==> src/rtl/mw_pkg.sv <==
package mw_pkg;

  typedef enum logic [2:0] {
    ST_IDLE,   // waiting for a start bit
    ST_HDR,    // shifting opcode and address
    ST_DATA,   // shifting write data
    ST_READ,   // streaming array bits out
    ST_ARMED,  // frame complete, program cycle waits for chip-select fall
    ST_SKIP    // rest of frame is don't-care
  } mw_state_e;

  localparam logic [1:0] OP_EXT   = 2'b00;
  localparam logic [1:0] OP_WRITE = 2'b01;
  localparam logic [1:0] OP_READ  = 2'b10;

  localparam logic [1:0] EXT_LOCK   = 2'b00;
  localparam logic [1:0] EXT_FILL   = 2'b10;
  localparam logic [1:0] EXT_UNLOCK = 2'b11;

  // next location of a streaming read, wrapping at the array size
  function automatic int unsigned mw_wrap_next(input int unsigned addr,
                                               input int unsigned depth);
    return (addr + 1) % depth;
  endfunction

  // bit of a byte sent on a given step of its serial output (MSB first)
  function automatic int unsigned mw_bit_of_step(input int unsigned step,
                                                 input int unsigned width);
    return width - 1 - step;
  endfunction

endpackage

==> src/rtl/mw_pin_sync.sv <==
module mw_pin_sync #(
  parameter int unsigned WIDTH  = 3,
  parameter int unsigned STAGES = 2
) (
  input  logic             clk,
  input  logic             rst_n,
  input  logic [WIDTH-1:0] pin_i,
  output logic [WIDTH-1:0] lvl_o
);
  logic [STAGES-1:0][WIDTH-1:0] stg_q;

  always_ff @(posedge clk or negedge rst_n) begin
    if (!rst_n) begin
      stg_q <= '0;
    end else begin
      stg_q[0] <= pin_i;
      for (int s = 1; s < STAGES; s++) stg_q[s] <= stg_q[s-1];
    end
  end

  assign lvl_o = stg_q[STAGES-1];
endmodule

==> src/rtl/mw_edge.sv <==
module mw_edge #(
  parameter bit RISE = 1'b1
) (
  input  logic clk,
  input  logic rst_n,
  input  logic lvl_i,
  output logic edge_o
);
  logic prev_q;

  always_ff @(posedge clk or negedge rst_n) begin
    if (!rst_n) prev_q <= 1'b0;
    else        prev_q <= lvl_i;
  end

  generate
    if (RISE) begin : g_rise
      assign edge_o = lvl_i & ~prev_q;
    end else begin : g_fall
      assign edge_o = ~lvl_i & prev_q;
    end
  endgenerate
endmodule

==> src/rtl/mw_prog_timer.sv <==
module mw_prog_timer #(
  parameter int unsigned CYCLES = 16
) (
  input  logic clk,
  input  logic rst_n,
  input  logic start_i,
  output logic busy_o,
  output logic done_o
);
  localparam int unsigned CW = $clog2(CYCLES + 1);

  logic [CW-1:0] cnt_q;

  always_ff @(posedge clk or negedge rst_n) begin
    if (!rst_n)              cnt_q <= '0;
    else if (start_i)        cnt_q <= CW'(CYCLES);
    else if (cnt_q != '0)    cnt_q <= cnt_q - CW'(1);
  end

  assign busy_o = (cnt_q != '0);
  assign done_o = (cnt_q == CW'(1));


  start_idle_chk: assert property (@(posedge clk) disable iff (!rst_n)
    start_i |-> !busy_o);

  start_busy_chk: assert property (@(posedge clk) disable iff (!rst_n)
    start_i |=> busy_o);

  done_ends_chk: assert property (@(posedge clk) disable iff (!rst_n)
    done_o |=> !busy_o);
endmodule

==> src/rtl/mw_byte_mem.sv <==
module mw_byte_mem #(
  parameter int unsigned AW          = 7,
  parameter int unsigned DW          = 8,
  parameter int unsigned PROG_CYCLES = 16,
  parameter int unsigned SYNC_STAGES = 2
) (
  input  logic clk,
  input  logic rst_n,
  input  logic cs_i,
  input  logic sk_i,
  input  logic di_i,
  output logic do_o,
  output logic do_oe
);
  import mw_pkg::*;

  localparam int unsigned DEPTH    = 1 << AW;
  localparam int unsigned HDR_BITS = 2 + AW;
  localparam int unsigned MAXB     = (HDR_BITS > DW) ? HDR_BITS : DW;
  localparam int unsigned CNTW     = $clog2(MAXB);
  localparam int unsigned BW       = $clog2(DW);

  // ---------------- pin conditioning ----------------
  logic [2:0] pins_s;
  logic cs_s, sk_s, di_s, sk_rise, cs_fall;

  mw_pin_sync #(.WIDTH(3), .STAGES(SYNC_STAGES)) u_sync (
    .clk(clk), .rst_n(rst_n), .pin_i({di_i, sk_i, cs_i}), .lvl_o(pins_s));

  assign cs_s = pins_s[0];
  assign sk_s = pins_s[1];
  assign di_s = pins_s[2];

  mw_edge #(.RISE(1'b1)) u_sk_edge (
    .clk(clk), .rst_n(rst_n), .lvl_i(sk_s), .edge_o(sk_rise));
  mw_edge #(.RISE(1'b0)) u_cs_edge (
    .clk(clk), .rst_n(rst_n), .lvl_i(cs_s), .edge_o(cs_fall));

  // ---------------- state ----------------
  mw_state_e            state_q;
  logic [CNTW-1:0]      cnt_q;
  logic [HDR_BITS-2:0]  hdr_q;
  logic [DW-1:0]        wr_data_q;
  logic [AW-1:0]        wr_addr_q, rd_addr_q;
  logic [BW-1:0]        rd_cnt_q;
  logic                 do_q, wen_q, fill_q;
  logic                 st_pend_q, sb_seen_q;
  logic [DW-1:0]        mem_q [DEPTH];

  logic busy, prog_done;

  // ---------------- named events ----------------
  logic [HDR_BITS-1:0] hdr_full;
  logic [1:0]          hdr_op, hdr_ext;
  logic [AW-1:0]       hdr_addr;
  logic                bit_take, start_seen, hdr_last, data_last, rd_step;
  logic                start_prog;
  logic [BW-1:0]       rd_bit_idx;

  assign bit_take   = cs_s & sk_rise & ~busy;
  assign start_seen = bit_take & (state_q == ST_IDLE) & di_s;
  assign hdr_last   = bit_take & (state_q == ST_HDR) & (cnt_q == CNTW'(HDR_BITS - 1));
  assign data_last  = bit_take & (state_q == ST_DATA) & (cnt_q == CNTW'(DW - 1));
  assign rd_step    = bit_take & (state_q == ST_READ);
  assign start_prog = cs_fall & (state_q == ST_ARMED);

  assign hdr_full = {hdr_q, di_s};
  assign hdr_op   = hdr_full[HDR_BITS-1 -: 2];
  assign hdr_addr = hdr_full[AW-1:0];
  assign hdr_ext  = hdr_addr[AW-1 -: 2];

  assign rd_bit_idx = BW'(mw_bit_of_step(32'(rd_cnt_q), DW));

  // ---------------- frame decoder ----------------
  always_ff @(posedge clk or negedge rst_n) begin
    if (!rst_n) begin
      state_q   <= ST_IDLE;
      cnt_q     <= '0;
      hdr_q     <= '0;
      wr_data_q <= '0;
      wr_addr_q <= '0;
      rd_addr_q <= '0;
      rd_cnt_q  <= '0;
      do_q      <= 1'b0;
      wen_q     <= 1'b0;
      fill_q    <= 1'b0;
    end else if (!cs_s) begin
      state_q <= ST_IDLE;
      cnt_q   <= '0;
    end else if (bit_take) begin
      unique case (state_q)
        ST_IDLE: if (di_s) begin
          state_q <= ST_HDR;
          cnt_q   <= '0;
        end
        ST_HDR: begin
          hdr_q <= hdr_full[HDR_BITS-2:0];
          cnt_q <= cnt_q + CNTW'(1);
          if (hdr_last) begin
            cnt_q   <= '0;
            state_q <= ST_SKIP;
            case (hdr_op)
              OP_READ: begin
                state_q   <= ST_READ;
                rd_addr_q <= hdr_addr;
                rd_cnt_q  <= '0;
                do_q      <= 1'b0;
              end
              OP_WRITE: if (wen_q) begin
                state_q   <= ST_DATA;
                wr_addr_q <= hdr_addr;
              end
              OP_EXT: begin
                if (hdr_ext == EXT_UNLOCK) wen_q <= 1'b1;
                if (hdr_ext == EXT_LOCK)   wen_q <= 1'b0;
                if (hdr_ext == EXT_FILL && wen_q) begin
                  state_q <= ST_ARMED;
                  fill_q  <= 1'b1;
                end
              end
              default: ;
            endcase
          end
        end
        ST_DATA: begin
          wr_data_q <= {wr_data_q[DW-2:0], di_s};
          cnt_q     <= cnt_q + CNTW'(1);
          if (data_last) begin
            state_q <= ST_ARMED;
            fill_q  <= 1'b0;
          end
        end
        ST_READ: begin
          do_q <= mem_q[rd_addr_q][rd_bit_idx];
          if (rd_cnt_q == BW'(DW - 1)) begin
            rd_cnt_q  <= '0;
            rd_addr_q <= AW'(mw_wrap_next(32'(rd_addr_q), DEPTH));
          end else begin
            rd_cnt_q <= rd_cnt_q + BW'(1);
          end
        end
        default: ;
      endcase
    end
  end

  // ---------------- status indication ----------------
  always_ff @(posedge clk or negedge rst_n) begin
    if (!rst_n) begin
      st_pend_q <= 1'b0;
      sb_seen_q <= 1'b0;
    end else if (start_prog) begin
      st_pend_q <= 1'b1;
      sb_seen_q <= 1'b0;
    end else if (cs_fall) begin
      if (sb_seen_q) st_pend_q <= 1'b0;
      sb_seen_q <= 1'b0;
    end else if (start_seen && st_pend_q) begin
      sb_seen_q <= 1'b1;
    end
  end

  // ---------------- program cycle and array ----------------
  mw_prog_timer #(.CYCLES(PROG_CYCLES)) u_timer (
    .clk(clk), .rst_n(rst_n), .start_i(start_prog),
    .busy_o(busy), .done_o(prog_done));

  always_ff @(posedge clk) begin
    if (prog_done) begin
      if (fill_q) begin
        for (int i = 0; i < DEPTH; i++) mem_q[i] <= '1;
      end else begin
        mem_q[wr_addr_q] <= wr_data_q;
      end
    end
  end

  // ---------------- data-out ----------------
  assign do_oe = cs_s & ((state_q == ST_READ) | st_pend_q);
  assign do_o  = do_oe & ((state_q == ST_READ) ? do_q : ~busy);

  // ---------------- assertions ----------------

  reset_lock_chk: assert property (@(posedge clk)
    !rst_n |=> (!wen_q && !do_oe));

  armed_needs_wen_chk: assert property (@(posedge clk) disable iff (!rst_n)
    (state_q == ST_ARMED || state_q == ST_DATA) |-> wen_q);

  cs_drop_chk: assert property (@(posedge clk) disable iff (!rst_n)
    cs_fall |=> (state_q == ST_IDLE));

  cs_low_quiet_chk: assert property (@(posedge clk) disable iff (!rst_n)
    !cs_s |-> !do_oe);

  busy_hold_chk: assert property (@(posedge clk) disable iff (!rst_n)
    (busy && sk_rise) |=> $stable(state_q));

  busy_low_chk: assert property (@(posedge clk) disable iff (!rst_n)
    busy |-> !do_o);

  rd_wrap_chk: assert property (@(posedge clk) disable iff (!rst_n)
    (rd_step && rd_cnt_q == BW'(DW - 1)) |=>
      (($past(rd_addr_q) == AW'(DEPTH - 1)) ? (rd_addr_q == '0)
                                            : (rd_addr_q == $past(rd_addr_q) + AW'(1))));
endmodule

==> config.mk <==
export PLATFORM = sky130hd
export DESIGN_NAME = mw_byte_mem
export DESIGN_NICKNAME = d
export VERILOG_FILES = /design/src/rtl/mw_pkg.sv /design/src/rtl/mw_pin_sync.sv /design/src/rtl/mw_edge.sv /design/src/rtl/mw_prog_timer.sv /design/src/rtl/mw_byte_mem.sv
export SDC_FILE = /design/constraint.sdc
export NUM_CORES = 2
export LEC_CHECK = 0
export BUFFER_PORTS_ARGS = -buffer_cell sky130_fd_sc_hd__buf_2
export CAP_MARGIN = 10
export CORE_MARGIN = 5
export CORE_UTILIZATION = 35
export DETAILED_ROUTE_END_ITERATION = 10
export PLACE_DENSITY = 0.47
export REMOVE_ABC_BUFFERS = 1
export SLEW_MARGIN = 20
export SYNTH_ARGS = -nofsm -noshare
export SYNTH_HDL_FRONTEND = slang
export SYNTH_SLANG_ARGS = --single-unit
==> constraint.sdc <==
create_clock -name clk -period 2.9 [get_ports clk]
set_clock_uncertainty 0.1 [all_clocks]
set_input_delay 0.725 -clock clk [delete_from_list [all_inputs] [get_ports clk]]
set_output_delay 0.725 -clock clk [all_outputs]
set_load 0.02 [all_outputs]
Word-level counts from Yosys, hierarchy flattened
Memory sizes are Yosys's and may differ from the RTL's.
Cells that the tools add are included.
- $add $sub $neg: 5
- $mul: 0
- div/mod/pow operators: 0
- order comparisons: 1
- eq/ne operators: 23
- shift operators: 0
- mux-type cells: 52
- bitwise operators: 17
- reduce and logical (&&, ||, !) cells: 24
- operators with widths (cell ; number):
    $mux W7 ; 4
    $mux W3 ; 9
    $mux W1 ; 24
    $pmux W3 S3 ; 2
    $reduce_and A6 Y1 ; 3
    $mux W4 ; 4
    $pmux W7 S2 ; 1
    $and A1 B1 Y1 ; 13
    $pmux W4 S3 ; 1
    $reduce_bool A2 Y1 ; 6
    $mux W5 ; 2
    $reduce_and A5 Y1 ; 2
    $reduce_and A3 Y1 ; 3
    $mux W8 ; 1
    $ne A2 B1 Y1 const B ; 4
    $reduce_or A8 Y1 ; 1
    $add A7 B1 Y7 const B ; 1
    $reduce_and A7 Y1 ; 1
    $eq A2 B2 Y1 const B ; 3
    $eq A3 B2 Y1 const B ; 2
    $eq A3 B3 Y1 const B ; 2
    $ne A2 B2 Y1 const B ; 3
    $ne A3 B3 Y1 const B ; 2
    $pmux W3 S2 ; 1
    other kinds (22) ; 27
- register bits after elaboration: 58
- bits in latches: 0
- memory bits (writable): 1024
- memory bits (read-only): 0
- input bits: 5
- output and inout port bits: 2
- word-level logic and storage cells: 140
- memories kept: 1
- memories (memory ; words ; bits a word ; rd ports ; clocked after memory_dff ; wr ports ; RTL line ; RTL):
    mem_q ; 128 ; 8 ; 1 ; 0 ; 128 ; mw_byte_mem.sv:48 ; logic [DW-1:0] mem_q [DEPTH];

Logic depth before layout (Yosys ltp)
- depth in word-level cells: 10
- depth in mapped cells: 14
- depth with buffers taken out: 10

Hierarchy
From an unflattened synthesis, not the netlist that was laid out.
- cell total of the unflattened synthesis: 3569
- area total of the unflattened synthesis: 50450.9 µm²
- by module, submodules not included (module ; times used ; cells an instance ; area an instance (µm²) ; seq. area each (µm²)):
    mw_byte_mem ; 1 ; 3529 ; 49920.4 ; 31875.6
    mw_prog_timer ; 1 ; 27 ; 280.3 ; 125.1
    mw_pin_sync ; 1 ; 9 ; 172.7 ; 150.1
    mw_edge ; 2 ; 2 ; 38.8 ; 25.0

Worst setup path after synthesis
Ideal clock, no wire load.
- path type: register -> register
- start: register u_timer.cnt_q[2]
- end: memory mem_q[105][0] (enable)
- arrival: 2.332 ns
- required time: 2.416 ns
- setup slack: 0.084 ns
- stages on the path, launching flop included: 9
- path buffers: 2
- period minus slack after synthesis: 2.816 ns
- path through: dfrtp_1 > nor3_1 > nand2_1 > nor2_1 > nand2_1 > or3_1 > clkbuf_1 > clkbuf_1 > o21ai_0
- RTL lines (element ; RTL line ; RTL):
    start: declaration ; mw_prog_timer.sv:12 ; logic [CW-1:0] cnt_q;
    start signal: assignment ; mw_prog_timer.sv:16 ; else if (start_i) cnt_q <= CW'(CYCLES);
    start signal: assignment ; mw_prog_timer.sv:17 ; else if (cnt_q != '0) cnt_q <= cnt_q - CW'(1);
    end: declaration ; mw_byte_mem.sv:48 ;

Final worst setup path
- start: register rd_addr_q[0]
- end: register do_q
- cells in the longest elaborated chain, start to end: 4
- ends and longest elaborated chain (element ; RTL line ; RTL):
    start: declaration ; mw_byte_mem.sv:44 ; logic [AW-1:0] wr_addr_q, rd_addr_q;
    start signal: assignment ; mw_byte_mem.sv:105 ; rd_addr_q <= hdr_addr;
    start signal: assignment ; mw_byte_mem.sv:137 ; rd_addr_q <= AW'(mw_wrap_next(32'(rd_addr_q), DEPTH));
    $mem_v2 Z128 W8 ; n/a ;
    $bmux W1 S3 ; mw_byte_mem.sv:134 ; do_q <= mem_q[rd_addr_q][rd_bit_idx];
    $mux W1 (implied by the code) ; mw_byte_mem.sv:134 ;
    $pmux W1 S2 ; mw_byte_mem.sv:91 ; unique case (state_q)
    end signal: assignment ; mw_byte_mem.sv:134 ;
    end: declaration ; mw_byte_mem.sv:46 ; logic do_q, wen_q, fill_q;
Every way passes these cells. The select of a mux whose other input is x is not followed.
A chain may end at the register's enable or synchronous reset.

==> results.sh <==
export IMPL_leakagePower_nw=21.9
export IMPL_maxSlewHeadroom_pct=34.6
export IMPL_overflow=0
export IMPL_cp_cell_sequence="buf_12, buf_4, bufbuf_16, buf_4, mux2i_1, buf_4, a221oi_1, a21oi_1, nor2_2, o22ai_1, buf_4, a31oi_1, a21oi_1, o2111ai_1"
export IMPL_cp_depth=14
export IMPL_cts_inserted_buffers=130
export IMPL_synthFlopType="edfxtp_1"
export IMPL_max_freq_mhz=315
export IMPL_start_util_pct=35.2
export IMPL_min_path_type="reg -> reg"
export IMPL_die_area_mm2=0.152
export IMPL_synthDistinctLibCells=69
export IMPL_path_clk_slew_ns=0.06
export IMPL_power_frac_clock_pct=47.2
export IMPL_worstMarginPinSlew_ns=0.981
export IMPL_fp_dieW_um=390
export IMPL_areaGrowthSynthToFinish_pct=19.5
export IMPL_wl_per_cell_um=26.1
export IMPL_antenna_found_initial=4
export IMPL_path_max_fanout=12
export IMPL_power_switching_mw=6.94
export IMPL_grt_max_degree=69
export IMPL_vias_per_cell=5.20
export IMPL_critPathArrivalTime_ns=3.76
export IMPL_setup_tns_final_ns=-0.274
export IMPL_cp_end_kind="register"
export IMPL_cts_root_buffer="clkbuf_16"
export IMPL_vias=30500
export IMPL_nets=3866
export IMPL_htreeDepth=4
export IMPL_fp_row_count=139
export IMPL_power_density_mw_per_mm2=550
export IMPL_insertion_delay_ns=0.76
export IMPL_run_status="complete, but fails checks"
export IMPL_drv_slew=0
export IMPL_critPathBufInv=6
export IMPL_critPathMostFrequentCell="buf_4"
export IMPL_antenna_cells=0
export IMPL_yosysWarnings=0
export IMPL_route_detailed_drc=0
export IMPL_layout_common_cells="edfxtp_1, or2_2, buf_4, nand2_1, mux2i_1"
export IMPL_maxCapViolCount=0
export IMPL_setup_viol=1
export IMPL_grt_setup_unrepaired="yes"
export IMPL_drt_iter0_drc=2781
export IMPL_port_buffers=6
export IMPL_worst_slack_ns=-0.274
export IMPL_crit_family="compound AO/OA/AOI/OAI gates"
export IMPL_finalHoldViolCount=0
export IMPL_gp_congestion=0.821
export IMPL_slowest_delay_ns=0.52
export IMPL_synth_cells=3566
export IMPL_clockBufferDepth=3
export IMPL_ir_drop_uv=516
export IMPL_ant_nets=0
export IMPL_synth_area_mm2=0.0505
export IMPL_wl_um=153000
export IMPL_holdPathStages=0
export IMPL_dp_final_hpwl_um=100000
export IMPL_grt_pass1_vias=31200
export IMPL_critical_path_startpoint_type="register"
export IMPL_cp_slowest_cell="dfrtp_4"
export IMPL_internal_power_mw=26.3
export IMPL_crit_type="reg -> reg"
export IMPL_async_flop_share_pct=5.36
export IMPL_period_needed_ns=3.17
export IMPL_layout_drive_gt1_share_pct=45.1
export IMPL_finalHoldWorstSlack_ns=0.249
export IMPL_drtPass1Iterations=8
export IMPL_yosysSeqAreaShare_pct=63.8
export IMPL_pin_count=7
export IMPL_layout_commonest_cell="edfxtp_1"
export IMPL_grt_pass1_wl_um=224000
export IMPL_clock_sinks=1082
export IMPL_die_y_um=390
export IMPL_fp_coreArea_mm2=0.143
export IMPL_postSynthAreaPerCell_um2=14.2
export IMPL_post_route_util_pct=42.0
export IMPL_power_frac_seq_pct=51.0
export IMPL_power_frac_comb_pct=1.7
export IMPL_track_usage_pct=20.0
export IMPL_violations="negative setup slack"
export IMPL_pre_cts_slack_ns=-0.599
export IMPL_switching_share_pct=20.9
export IMPL_fin_crit_sh_pct=109
export IMPL_critPathRequiredTime_ns=3.48
export IMPL_cts_tree="yes"
export IMPL_reg2regPathDepth=14
export IMPL_ys_seq_elements=1082
export IMPL_synth_edff_count=1024
-- layout make-up --
class	count	area (µm²)
repair buffers	449	4430
well taps	1903	2380
flip-flops and latches	1082	32200
inverters	11	41.3
clock inverters	57	459
multi-input cells	2177	17200
fillers	13100	83200
clock buffers	178	3600
-- cell usage after synthesis, types with 23 or more instances --
cell	instances	area (µm²)
clkbuf_1	216	811
nor2_1	43	161
a21oi_1	61	305
o21ai_0	67	335
a211oi_1	23	173
or3_1	167	1040
mux4_2	131	2950
or2_2	871	5450
a221oi_1	28	245
edfxtp_1	1024	30700
buf_2	32	160
mux2_2	40	450
mux2i_1	211	2110
mux4_1	26	683
o221ai_1	42	368
nand2_1	279	1050
dfrtp_1	58	1450
-- stage by stage --
| stage | cell area, µm² | std cells | power, mW |
|---|---|---|---|
| after global routing | 60300 | 5857 | 34.2 |
| after floorplan | 49000 | 3270 | 17.5 |
| after CTS | 60200 | 5852 | 33.6 |
| final | 60300 | 5857 | 33.2 |
| after detailed placement | 55300 | 5583 | 17.8 |
| after global placement | 55300 | 5583 | 17.8 |
-- state kept, by name, summed over array words and instances (netlist names), 4 cells and up --
| name | cells |
|---|---|
| cnt_q | 4 |
| hdr_q | 8 |
| mem_q | 1024 |
| rd_addr_q | 7 |
| u_timer.cnt_q | 5 |
| wr_addr_q | 7 |
| wr_data_q | 8 |
-- logic make-up after synthesis --
kind of cell,after synthesis,share of synthesized area (%)
compound gates,314,4.29
xor+xnor,2,0.0347
fa+ha+maj,10,0.248
buf+inv,307,3.09
flops,1082,63.8
mux,408,12.3
simple gates,1443,16.3
-- power by group through the flow --
| stage | clock, mW | sequential, mW | combinational (mW) |
|---|---|---|---|
| after floorplan | 0 | 17.3 | 0.218 |
| after global placement | 0 | 17.3 | 0.491 |
| after detailed placement | 0 | 17.3 | 0.495 |
| after CTS | 16.0 | 16.9 | 0.580 |
| after global routing | 16.7 | 16.9 | 0.624 |
| final | 15.7 | 16.9 | 0.578 |
-- final timing paths --
path / start / to / slack [ns]
max reg2reg: rd_addr_q[0]$_DFFE_PN0P_ / do_q$_DFFE_PN0P_ / -0.27
min: u_sync.stg_q[1]$_DFF_PN0_ / u_sync.lvl_o[1]$_DFF_PN0_ / 0.25
min in group asynchronous: rst_n / u_sync.stg_q[0]$_DFF_PN0_ / 0.49
max in group asynchronous: rst_n / u_timer.cnt_q[3]$_DFFE_PN0P_ / 1.40
min reg2reg: u_sync.stg_q[1]$_DFF_PN0_ / u_sync.lvl_o[1]$_DFF_PN0_ / 0.25
max: rd_addr_q[0]$_DFFE_PN0P_ / do_q$_DFFE_PN0P_ / -0.27
-- layer usage --
metal	up-vias	track usage (%)	share of wire (%)
met5	-	0	0
met1	15700	28.5	45
met3	222	2.71	4.8
met4	0	5.99	2.8
met2	762	32.2	47
li1	13800	-	-
-- repair_timing --
item,in CTS,in global routing
gates resized for setup,89,40
endpoints found under the setup margin,35,278
hold buffers,4,0
hold endpoints to repair,24,0
cloned,6,0
setup buffers,25,5
pin swaps,25,9
Power figures use the tool's default switching activity.
